`src/rtl/sbr_pkg.sv`:
```
package sbr_pkg;

    localparam int unsigned BYTE_W = 8;

    typedef logic [BYTE_W-1:0] byte_t;

    // synchronized serial pins
    typedef struct packed {
        logic sck;
        logic mosi;
        logic cs_n;
    } spi_pins_t;

    // completed-byte event from the assembler
    typedef struct packed {
        byte_t data;
        logic  done;
    } rx_evt_t;

    localparam spi_pins_t PINS_IDLE = '{sck: 1'b0, mosi: 1'b0, cs_n: 1'b1};

    function automatic logic rising(input logic now_v, input logic prev_v);
        return now_v & ~prev_v;
    endfunction

endpackage

```
`src/rtl/sbr_sync.sv`:
```
module sbr_sync
    import sbr_pkg::*;
#(
    parameter int unsigned STAGES = 2
) (
    input  logic      clk,
    input  logic      rst,
    input  spi_pins_t pins_in,
    output spi_pins_t pins_out
);
    spi_pins_t chain [STAGES];

    always_ff @(posedge clk) begin
        if (rst) begin
            for (int i = 0; i < int'(STAGES); i++) chain[i] <= PINS_IDLE;
        end else begin
            chain[0] <= pins_in;
            for (int i = 1; i < int'(STAGES); i++) chain[i] <= chain[i-1];
        end
    end

    assign pins_out = chain[STAGES-1];
endmodule

```
`src/rtl/sbr_shifter.sv`:
```
module sbr_shifter
    import sbr_pkg::*;
(
    input  logic      clk,
    input  logic      rst,
    input  spi_pins_t pins,
    output rx_evt_t   evt
);
    localparam int unsigned CNT_W = $clog2(BYTE_W);
    localparam logic [CNT_W-1:0] LAST_BIT = CNT_W'(BYTE_W - 1);

    logic             sck_prev;
    logic [CNT_W-1:0] bit_cnt;
    byte_t            shreg;
    byte_t            shnext;
    logic             sck_up;

    assign sck_up = rising(pins.sck, sck_prev);
    assign shnext = {shreg[BYTE_W-2:0], pins.mosi};

    always_ff @(posedge clk) begin
        if (rst) begin
            sck_prev <= 1'b0;
            bit_cnt  <= '0;
            shreg    <= '0;
            evt      <= '0;
        end else begin
            sck_prev <= pins.sck;
            evt.done <= 1'b0;
            if (pins.cs_n) begin
                bit_cnt <= '0;
            end else if (sck_up) begin
                shreg <= shnext;
                if (bit_cnt == LAST_BIT) begin
                    bit_cnt  <= '0;
                    evt.done <= 1'b1;
                    evt.data <= shnext;
                end else begin
                    bit_cnt <= bit_cnt + 1'b1;
                end
            end
        end
    end
endmodule

```
`src/rtl/sbr_holding.sv`:
```
module sbr_holding
    import sbr_pkg::*;
(
    input  logic    clk,
    input  logic    rst,
    input  rx_evt_t evt,
    input  logic    ready,
    output byte_t   data,
    output logic    full,
    output logic    ovr
);
    logic take;

    assign take = full & ready;

    always_ff @(posedge clk) begin
        if (rst) begin
            full <= 1'b0;
            ovr  <= 1'b0;
            data <= '0;
        end else begin
            if (take) full <= 1'b0;
            if (evt.done) begin
                if (!full || take) begin
                    full <= 1'b1;
                    data <= evt.data;
                end else begin
                    ovr <= 1'b1;
                end
            end
        end
    end
endmodule

```
`src/rtl/sbr_holdoff.sv`:
```
module sbr_holdoff #(
    parameter int unsigned PIN_CNT = 16,
    localparam int unsigned SEL_W = $clog2(PIN_CNT)
) (
    input  logic               clk,
    input  logic               rst,
    input  logic               blk_done,
    input  logic               dn_busy,
    input  logic               full,
    input  logic [SEL_W-1:0]   sel,
    output logic [PIN_CNT-1:0] pins
);
    logic               armed;
    logic               want;
    logic [PIN_CNT-1:0] decoded;

    assign want = armed & (dn_busy | full);

    // pin 0 doubles as slave select and never carries hold-off
    assign decoded[0] = 1'b0;
    for (genvar g = 1; g < int'(PIN_CNT); g++) begin : g_pin
        assign decoded[g] = want && (sel == SEL_W'(g));
    end

    always_ff @(posedge clk) begin
        if (rst) begin
            armed <= 1'b0;
            pins  <= '0;
        end else begin
            if (blk_done) armed <= 1'b1;
            pins <= decoded;
        end
    end
endmodule

```
`src/rtl/spi_boot_rx.sv`:
```
module spi_boot_rx
    import sbr_pkg::*;
#(
    parameter int unsigned SYNC_STAGES = 2,
    parameter int unsigned PIN_CNT     = 16,
    localparam int unsigned SEL_W      = $clog2(PIN_CNT)
) (
    input  logic               clk,
    input  logic               rst,
    input  logic               spi_sck,
    input  logic               spi_mosi,
    input  logic               spi_cs_n,
    input  logic               dn_busy,
    input  logic               blk_done,
    input  logic [SEL_W-1:0]   hold_sel,
    input  logic               rx_ready,
    output logic [BYTE_W-1:0]  rx_data,
    output logic               rx_valid,
    output logic               overrun,
    output logic [PIN_CNT-1:0] hold_pins
);
    spi_pins_t raw_pins;
    spi_pins_t sync_pins;
    rx_evt_t   evt;

    assign raw_pins = '{sck: spi_sck, mosi: spi_mosi, cs_n: spi_cs_n};

    sbr_sync #(.STAGES(SYNC_STAGES)) u_sync (
        .clk      (clk),
        .rst      (rst),
        .pins_in  (raw_pins),
        .pins_out (sync_pins)
    );

    sbr_shifter u_shift (
        .clk  (clk),
        .rst  (rst),
        .pins (sync_pins),
        .evt  (evt)
    );

    sbr_holding u_hold (
        .clk   (clk),
        .rst   (rst),
        .evt   (evt),
        .ready (rx_ready),
        .data  (rx_data),
        .full  (rx_valid),
        .ovr   (overrun)
    );

    sbr_holdoff #(.PIN_CNT(PIN_CNT)) u_wait (
        .clk      (clk),
        .rst      (rst),
        .blk_done (blk_done),
        .dn_busy  (dn_busy),
        .full     (rx_valid),
        .sel      (hold_sel),
        .pins     (hold_pins)
    );
endmodule

```
`config.mk`:
```
export PLATFORM = sky130hd
export DESIGN_NAME = spi_boot_rx
export DESIGN_NICKNAME = d
export VERILOG_FILES = /design/src/rtl/sbr_pkg.sv /design/src/rtl/sbr_sync.sv /design/src/rtl/sbr_shifter.sv /design/src/rtl/sbr_holding.sv /design/src/rtl/sbr_holdoff.sv /design/src/rtl/spi_boot_rx.sv
export SDC_FILE = /design/constraint.sdc
export NUM_CORES = 1
export LEC_CHECK = 0
export CORE_MARGIN = 2
export CORE_UTILIZATION = 34
export CTS_BUF_LIST = sky130_fd_sc_hd__clkbuf_16
export CTS_CLUSTER_SIZE = 8
export DETAILED_ROUTE_END_ITERATION = 16
export DONT_BUFFER_PORTS = 1
export RECOVER_POWER = 100
export SKIP_LAST_GASP = 1
export SYNTH_ARGS = -nofsm -noshare
export SYNTH_HDL_FRONTEND = slang
export SYNTH_HIERARCHICAL = 1
export SYNTH_SLANG_ARGS = --single-unit
```
`constraint.sdc`:
```
create_clock -name clk -period 1.8 [get_ports clk]
set_input_delay 0.09 -clock clk [delete_from_list [all_inputs] [get_ports clk]]
set_output_delay 0.09 -clock clk [all_outputs]
set_load 0.005 [all_outputs]
```
==> results of run 1 <==
## synth_stat cells, types with 2 or more instances
cell type and instances:
dfxtp_1 52, nand2_1 32, nand2b_1 20, a21oi_1 14, nor4_1 14, mux2i_1 11
nor2_1 8, buf_2 5, nor2b_1 5, buf_4 4, nor3_1 3, or2_1 3
a21oi_2 2, and2b_1 2, buf_6 2, clkbuf_1 2, ha_1 2
## cell type report
| cell class | instances | area share (%) |
|---|---|---|
| Tap cell | 72 | 4.23 |
| Multi-Input combinational cell | 126 | 35.2 |
| Sequential cell | 52 | 48.8 |
| Clock buffer | 5 | 5.87 |
| Clock inverter | 3 | 0.939 |
| Timing Repair Buffer | 10 | 4.93 |
## worst max-delay path: cells and delay by family
kind,cells,cell delay [ps]
AND/OR/NAND/NOR,2,510
buffers and inverters,2,1130
## routing by layer
layer,up-vias,part of all wire [%],routed length (um),GRT usage [%]
li1,645,-,-,-
met1,568,49,1610,15.0
met2,32,43,1410,16.8
met3,5,5.8,190,4.71
met4,0,2.0,65,6.84
met5,-,0,0,0
## cell families after synthesis
logic type / after synthesis / share of synthesized area (%)
other: 1 / 0.198
multiplexers: 11 / 5.82
adder cells (fa/ha/maj): 2 / 1.32
AND/OR/NAND/NOR: 96 / 28.6
AO/OA/AOI/OAI: 16 / 4.63
buffers and inverters: 13 / 4.49
flip-flops: 52 / 55.0
## metrics by stage
step	util, %	cells	worst slack (ps)	instance area [um2]
after global routing	39.2	268	109	2130
after global placement	35.0	251	402	1910
final	39.2	268	242	2130
after floorplan	-	191	498	1890
after detailed placement	35.0	251	330	1910
after CTS	39.5	268	307	2150
## path summary, 6_finish.rpt
path                           start  slack (ps)                  to  depth (start not counted)
hold / removal                   rst           5      u_hold/data[4]                          2
setup / recovery         hold_sel[2]         240      u_wait/pins[3]                          4
hold reg to reg   u_sync/chain[0][0]         410  u_sync/chain[0][3]                          1
setup reg to reg  u_shift/bit_cnt[0]         290      u_shift/evt[5]                          6
## flip-flops by register name, summed over array words and instances, names as in the netlist
name / cells
u_hold/data: 8
u_hold/full: 1
u_hold/ovr: 1
u_shift/bit_cnt: 3
u_shift/evt: 9
u_shift/sck_prev: 1
u_shift/shreg: 7
u_sync/chain: 6
u_wait/armed: 1
u_wait/pins: 15
## power by group through the flow
stage                     Combinational (mW)  Sequential, mW  Clock [mW]
final                                 0.0761            1.17       0.917
after global routing                  0.0838            1.17       0.997
after CTS                             0.0761            1.17       0.949
after detailed placement              0.0448            1.19           0
after global placement                0.0448            1.19           0
after floorplan                       0.0573            1.19           0
## cells in the final DEF (no fill, tap or decap), drive strengths merged
cell type / synthesis / layout
dfxtp: 52 / 52
clkinv: 0 / 1
nor4: 15 / 15
nand2b: 21 / 21
and2b: 2 / 2
conb: 1 / 1
ha: 2 / 2
inv: 0 / 1
dlygate4sd3: 0 / 8
or3b: 1 / 1
or2: 4 / 4
nor4bb: 1 / 1
buf: 11 / 1
nor3: 3 / 3
clkbuf: 2 / 6
nor2b: 7 / 7
nor3b: 1 / 1
nand2: 32 / 32
mux2i: 11 / 11
nand4bb: 1 / 1
a21oi: 16 / 16
nor2: 8 / 8
clkinvlp: 0 / 1
==> metrics.md, run 1 <==
| Metric | Value |
|---|---|
| Die area | `6180 um2` |
| Worst hold slack | `5.01 ps` |
| # DRC | `0` |
| Global-route wire length before repair | `5.56 mm` |
| Die height | `78.6 um` |
| Later-pin clock latency in the skew report | `290 ps` |
| Core area | `5440 um2` |
| Sum of negative setup slack | `0 ps` |
| Drt total wl | `3.27 mm` |
| Cell Int Power | `1.71 mW` |
| Count of final max-slew check failures | `0` |
| Post-synth EDFFs | `0` |
| Nets | `209` |
| CTS buffer count | `5` |
| DR vias | `1250` |
| Ratio of cells with drive above 1 in the final layout | `7.14%` |
| Mapped Nets | `205` |
| Worst setup EP type | `register` |
| FFs w/ async S/R, synth | `0%` |
| Gate Count Post-Synth | `191` |
| RD Place Congestion | `0.745` |
| Lkg Pwr | `0.708 nW` |
| Max FO, Critical Path | `4` |
| Sequential power share | `54.0%` |
| Reg area | `1040 um2` |
| I/O pin count | `38` |
| Crit Path Class | `in2reg` |
| Minimum clock period | `1560 ps` |
| DRT Pass-1 Iters | `4` |
| Port Buffers | `0` |
| Initial antenna violation count | `0` |
| CTS tree | `yes` |
| Max cap viols | `0` |
| Slowest Stage Delay on Critical Path | `600 ps` |
| Multi-input gate area | `751 um2` |
| Slew @ Worst Pin | `939 ps` |
| Layout fillers | `548` |
| FMAX | `642 MHz` |
| Slew HR | `37.2%` |
| N_diodes | `0` |
| Row Count | `27` |
| Largest net degree at the start of global routing | `44` |
| Yosys warning count | `6` |
| Worst IR drop on VDD | `0.569 mV` |
| Net Sw Frac | `20.9%` |
| Global route overflow | `0` |
| Effective utilization at floorplan | `34.8%` |
| Hold/Removal Path Class | `in2reg` |
| Vias in the first global route | `1172` |
| Clock transition at path regs | `70 ps` |
| ANT nets after route | `0` |
| Top cells by area, synth | `dfxtp_1 55%, nand2b_1 6.6%, nand2_1 6.3%` |
| Post-synthesis register bit count | `52` |
| Final period utilization | `86.6%` |
| Clock Skew | `6.02 ps` |
| Routed WL per cell | `12.2 um` |
| PostCTS Resize Cnt | `0` |
| Nature of the critical path startpoint | `primary input` |
| Post-CTS Hold Buffers | `9` |
| Root buf cell | `clkbuf_16` |
| Mapped Avg Cell Area | `9.91 um2` |
| H-tree depth | `2` |
| Slowest-stage cell, CP | `dlygate4sd3_1` |
| Clock share of power | `42.4%` |
| Required @ worst endpoint | `1980 ps` |
| Global Route Usage Sum | `11.8%` |
| Post-DR vias/cell | `4.66` |
| Clock Tree Buf Depth | `2` |
| Final setup vio count | `0` |
| DP HPWL | `2.01 mm` |
| Critical-path cell list | `dlygate4sd3_1 -> or2_2 -> dlygate4sd3_1 -> nor4_1` |
| Total power | `2.16 mW` |
| Synth area leader | `dfxtp_1` |
| Postcts setup bufs | `0` |
| Register area share after synthesis | `55.0%` |
| Main synth FF type | `dfxtp_1` |
| Area growth syn-to-layout | `12.6%` |
| Drt initial violations | `67` |
| Power per Cell Area | `1010 nW/um2` |
| RSZ-0062 raised after global routing | `no` |
| Synthesized area | `1890 um2` |
| Library cells used by synthesis | `27` |
| Status | `complete, no violations` |
| Crit path DAT | `1740 ps` |
| Final-report hold violation count | `0` |
| Combinational power share | `3.5%` |
| Psw | `451 uW` |
| Top cell type's share of synthesized area | `55.0%` |
| Chip width | `78.6 um` |
| Worst path most repeated cell | `dlygate4sd3_1` |
| Clock Sinks | `52` |
Power figures use the tool's default switching activity.
==> inputs of run 2 (changes only) <==
- MAX_ROUTING_LAYER: unset -> met4
==> metrics.md, run 2 (synthesized netlist as in run 1, its figures left out) <==
| Metric | Value |
|---|---|
| RSZ-0062 raised after global routing | `no` |
| Crit Path Class | `in2reg` |
| Reg area | `1040 um2 (unchanged)` |
| Drt initial violations | `68 (+1.5%)` |
| I/O pin count | `38 (unchanged)` |
| Slew @ Worst Pin | `916 ps (-22.5 ps)` |
| Post-route cell area | `2130 um2 (unchanged)` |
| Max cap viols | `0 (unchanged)` |
| Flop2flop setup slack | `290 ps (about the same)` |
| DP HPWL | `2.01 mm (unchanged)` |
| Worst setup EP type | `register` |
| Minimum clock period | `1560 ps (+0.505 ps)` |
| Layout fillers | `548 (unchanged)` |
| Clock Tree Buf Depth | `2 (unchanged)` |
| Required @ worst endpoint | `1980 ps (about the same)` |
| Status | `complete, no violations` |
| DP Worst Slack | `330 ps (unchanged)` |
| PostCTS Resize Cnt | `0 (unchanged)` |
| Nature of the critical path startpoint | `primary input` |
| Port Buffers | `0 (unchanged)` |
| Commonest non-fill, non-tap cell in the layout | `dfxtp_1` |
| Count of final max-slew check failures | `0 (unchanged)` |
| Post-DR vias/cell | `4.62 (-1.0%)` |
| Effective utilization at floorplan | `34.8% (unchanged)` |
| Hold/Removal Path Class | `in2reg` |
| H-tree depth | `2 (unchanged)` |
| Slowest Stage Delay on Critical Path | `600 ps (about the same)` |
| N_diodes | `0 (unchanged)` |
| DRT Pass-1 Iters | `4 (unchanged)` |
| Top flop regs | `u_wait/pins (15), u_shift/evt (9), u_hold/data (8)` |
| Global-route wire length before repair | `5.57 mm (+0.13%)` |
| Root buf cell | `clkbuf_16` |
| Final core utilization | `39.2% (unchanged)` |
| Worst path most repeated cell | `dlygate4sd3_1` |
| Initial antenna violation count | `0 (unchanged)` |
| Worst IR drop on VDD | `0.569 mV (about the same)` |
| FMAX | `642 MHz (about the same)` |
| Bufs and invs on worst path | `2 (unchanged)` |
| Area growth syn-to-layout | `12.6% (unchanged)` |
| Die area | `6180 um2 (unchanged)` |
| Vias in the first global route | `1177 (+0.43%)` |
| Nets | `209 (unchanged)` |
| Crit-path leading delay family | `buffers and inverters` |
| Worst hold slack | `4.59 ps (-0.422 ps)` |
| Max FO, Critical Path | `4 (unchanged)` |
| Reg with most FFs | `u_wait/pins` |
| Postcts setup bufs | `0 (unchanged)` |
| Later-pin clock latency in the skew report | `290 ps (about the same)` |
| Sum of negative setup slack | `0 ps (unchanged)` |
| DP Area | `1910 um2 (unchanged)` |
| DR vias | `1237 (-1.0%)` |
| CTS buffer count | `5 (unchanged)` |
| Final period utilization | `86.6% (about the same)` |
| ANT nets after route | `0 (unchanged)` |
| Setup ws final | `241 ps (-0.505 ps)` |
| Drt total wl | `3.24 mm (-0.89%)` |
| Largest net degree at the start of global routing | `44 (unchanged)` |
| # DRC | `0 (unchanged)` |
| Row Count | `27 (unchanged)` |
| Clock transition at path regs | `70 ps (about the same)` |
| Slowest-stage cell, CP | `dlygate4sd3_1` |
| Global route overflow | `0 (unchanged)` |
| Total power | `2.16 mW (-0.11%)` |
| Cells after DPL | `251 (unchanged)` |
| Final setup vio count | `0 (unchanged)` |
| Clock Skew | `5.68 ps (-0.336 ps)` |
| Critical-path cell list | `dlygate4sd3_1 -> or2_2 -> dlygate4sd3_1 -> nor4_1` |
| Chip width | `78.6 um (unchanged)` |
| Global Route Usage Sum | `12.2% (+0.35 points)` |
| Most frequent cells in the layout | `52 x dfxtp_1, 32 x nand2_1, 20 x nand2b_1, 15 x a21oi_1, 14 x nor4_1` |
| Slew HR | `38.7% (+1.5 points)` |
| Lkg Pwr | `0.708 nW (unchanged)` |
| Routed WL per cell | `12.1 um (-0.89%)` |
| Multi-input gate area | `751 um2 (unchanged)` |
| Ratio of cells with drive above 1 in the final layout | `7.14% (unchanged)` |
| Core area | `5440 um2 (unchanged)` |
| Die height | `78.6 um (unchanged)` |
| RD Place Congestion | `0.754 (+1.3%)` |
| Power per Cell Area | `1010 nW/um2 (-0.11%)` |
| Clock Sinks | `52 (unchanged)` |
| Crit path DAT | `1740 ps (about the same)` |
| CTS tree | `yes` |
| Max reg flops | `15 (unchanged)` |
| Final Non-Filler Cells | `268 (unchanged)` |
| Final-report hold violation count | `0 (unchanged)` |
==> run 2: final timing paths <==
kind	startpoint	end	cells past startpoint
worst max-delay path	hold_sel[2]	u_wait/pins[3]	4
worst min-delay path	rst	u_hold/data[4]	2
worst max register to register	u_shift/bit_cnt[0]	u_shift/evt[1]	6
worst min register to register	u_sync/chain[0][0]	u_sync/chain[0][3]	1
==> run 2: where the power goes <==
group / switching, mW / total, mW / internal (mW)
sequential: 0.00691 / 1.17 / 1.16
clock: 0.403 / 0.915 / 0.512
combinational: 0.0393 / 0.0753 / 0.0360
==> run 2: layout make-up <==
type                    instances  share of cell area [%]
clock buffers                   5                    5.87
multi-input cells             126                    35.2
clock inverters                 3                   0.939
well taps                      72                    4.23
flip-flops and latches         52                    48.8
repair buffers                 10                    4.93
==> run 2: metal layers <==
| layer | wire length [um] | up-vias | GRT usage, % |
|---|---|---|---|
| met3 | 172 | 7 | 5.17 |
| li1 | - | 644 | - |
| met1 | 1590 | 562 | 15.2 |
| met5 | 0 | - | - |
| met2 | 1410 | 24 | 16.8 |
| met4 | 66 | 0 | 5.79 |
==> run 2: repair_timing <==
item | CTS | global route
hold buffers | 9 | 0
setup endpoints to repair | 0 | 0
hold endpoints to repair | 42 | 0
==> inputs of run 3 (changes only) <==
- PLACE_DENSITY: unset -> 0.57
==> metrics.md, run 3 (synthesized netlist as in run 1, its figures left out) <==
| Metric | Value |
|---|---|
| Postcts setup bufs | `0 (unchanged)` |
| Post-CTS Hold Buffers | `9 (unchanged)` |
| Root buf cell | `clkbuf_16` |
| Routed WL per cell | `11.9 um (-1.2%)` |
| Slowest Stage Delay on Critical Path | `730 ps (+130 ps)` |
| Commonest non-fill, non-tap cell in the layout | `dfxtp_1` |
| Required @ worst endpoint | `2000 ps (+20 ps)` |
| Ratio of cells with drive above 1 in the final layout | `7.18% (+0.037 points)` |
| Core area | `5440 um2 (unchanged)` |
| Top flop regs | `u_wait/pins (15), u_shift/evt (9), u_hold/data (8)` |
| Lkg Pwr | `0.728 nW (+2.9%)` |
| N_diodes | `0 (unchanged)` |
| Max reg flops | `15 (unchanged)` |
| Row Count | `27 (unchanged)` |
| FMAX | `630 MHz (-1.8%)` |
| Clock transition at path regs | `60 ps (about the same)` |
| Clock Sinks | `52 (unchanged)` |
| Global-route wire length before repair | `5.42 mm (-2.7%)` |
| DR vias | `1208 (-2.3%)` |
| Most frequent cells in the layout | `52 x dfxtp_1, 32 x nand2_1, 20 x nand2b_1, 15 x a21oi_1, 14 x nor4_1` |
| Port Buffers | `0 (unchanged)` |
| Worst path most repeated cell | `nor2b_1` |
| Combinational power share | `3.1% (-0.4 points)` |
| Max cap viols | `0 (unchanged)` |
| Global route overflow | `0 (unchanged)` |
| Max FO, Critical Path | `8 (+4)` |
| Hold/Removal Path Class | `in2reg` |
| Final setup vio count | `0 (unchanged)` |
| RSZ-0062 raised after global routing | `no` |
| Die height | `78.6 um (unchanged)` |
| Final-report hold violation count | `0 (unchanged)` |
| Nature of the critical path startpoint | `register` |
| Cell Int Power | `1.98 mW (+16%)` |
| Routed met2 length | `1.44 mm (+2.1%)` |
| Worst setup EP type | `register` |
| Vias in the first global route | `1186 (+0.76%)` |
| Crit path DAT | `1790 ps (+50 ps)` |
| Global Route Usage Sum | `11.4% (-0.79 points)` |
| Drt total wl | `3.19 mm (-1.6%)` |
| Count of final max-slew check failures | `0 (unchanged)` |
| Met3 wire length | `186 um (+8.1%)` |
| Bufs and invs on worst path | `0 (-2)` |
| Slew HR | `37.1% (-1.6 points)` |
| Highest metal used | `met3` |
| PostCTS Resize Cnt | `0 (unchanged)` |
| Critical-path cell list | `nor2b_1 -> nor2b_1 -> mux2i_1` |
| Crit Path Class | `reg2reg` |
| Area growth syn-to-layout | `15.0%` |
| Drt initial violations | `78 (+15%)` |
| Clock share of power | `48.3% (+5.9 points)` |
| Post-DR vias/cell | `4.52 (-2.0%)` |
| Effective utilization at floorplan | `34.8% (unchanged)` |
| CTS tree | `yes` |
| Power per Cell Area | `1100 nW/um2 (+9.0%)` |
| Initial antenna violation count | `0 (unchanged)` |
| Final core utilization | `40.0% (+0.83 points)` |
| Slowest-stage cell, CP | `nor2b_1` |
| Final period utilization | `88.2% (+1.6 points)` |
| RD Place Congestion | `0.751 (-0.38%)` |
| Psw | `418 uW (-7.0%)` |
| CTS buffer count | `5 (unchanged)` |
| I/O pin count | `38 (unchanged)` |
| Slew @ Worst Pin | `942 ps (+26.1 ps)` |
| Later-pin clock latency in the skew report | `280 ps (about the same)` |
| Clock Skew | `5.10 ps (-0.584 ps)` |
| Reg with most FFs | `u_wait/pins` |
| Nets | `209 (unchanged)` |
| DP HPWL | `2.03 mm (+1.3%)` |
| Worst IR drop on VDD | `0.690 mV (+21%)` |
| Crit-path leading delay family | `simple AND/OR/NAND/NOR gates` |
| Net Sw Frac | `17.4% (-3.4 points)` |
| Clock Tree Buf Depth | `2 (unchanged)` |
| ANT nets after route | `0 (unchanged)` |
| Sequential power share | `48.6% (-5.5 points)` |
| Met1 WL | `1.57 mm (-1.7%)` |
| Minimum clock period | `1590 ps (+28.8 ps)` |
| Sum of negative setup slack | `0 ps (unchanged)` |
| Status | `complete, no violations` |
| H-tree depth | `2 (unchanged)` |
| Largest net degree at the start of global routing | `38 (-14%)` |
| DRT Pass-1 Iters | `4 (unchanged)` |
| Die area | `6180 um2 (unchanged)` |
| Chip width | `78.6 um (unchanged)` |
| # DRC | `0 (unchanged)` |
-- run 3: per-stage QoR --
stage                     std cells  setup slack, ps  hold slack [ps]  instance area, um2  power (mW)
after floorplan                 191              498              162                1890        1.25
after global placement          251              394              160                1910        1.24
after detailed placement        251              315              161                1910        1.24
after CTS                       267              327            0.116                2190        2.44
after global routing            267             93.4             15.8                2180        2.49
final                           267              212             5.81                2180        2.40
-- run 3: metal layers --
layer,global-route usage [%],vias up
met5,-,-
met3,4.14,0
met1,14.1,541
met4,3.16,0
met2,17.5,29
li1,-,638
-- run 3: layout make-up --
| cell class | count | area [um2] |
|---|---|---|
| clock buffers | 5 | 125 |
| clock inverters | 2 | 60.1 |
| fillers | 542 | 3260 |
| multi-input cells | 126 | 753 |
| flip-flops and latches | 52 | 1040 |
| well taps | 72 | 90.1 |
| repair buffers | 10 | 108 |
-- run 3: power groups by stage --
stage	clock network, mW	registers (mW)	logic [mW]
floorplan	0	1.19	0.0573
global placement	0	1.19	0.0448
detailed placement	0	1.19	0.0450
CTS	1.19	1.17	0.0762
global route	1.24	1.17	0.0827
finish	1.16	1.17	0.0747
-- run 3: path summary, 6_finish.rpt --
| path | end | depth (start not counted) | from | slack, ps |
|---|---|---|---|---|
| worst min-delay path | u_hold/data[6] | 2 | rst | 6 |
| worst max-delay path | u_hold/data[5] | 3 | u_hold/full | 210 |
| worst min register to register | u_sync/chain[0][3] | 1 | u_sync/chain[0][0] | 410 |
| worst max register to register | u_hold/data[5] | 3 | u_hold/full | 210 |
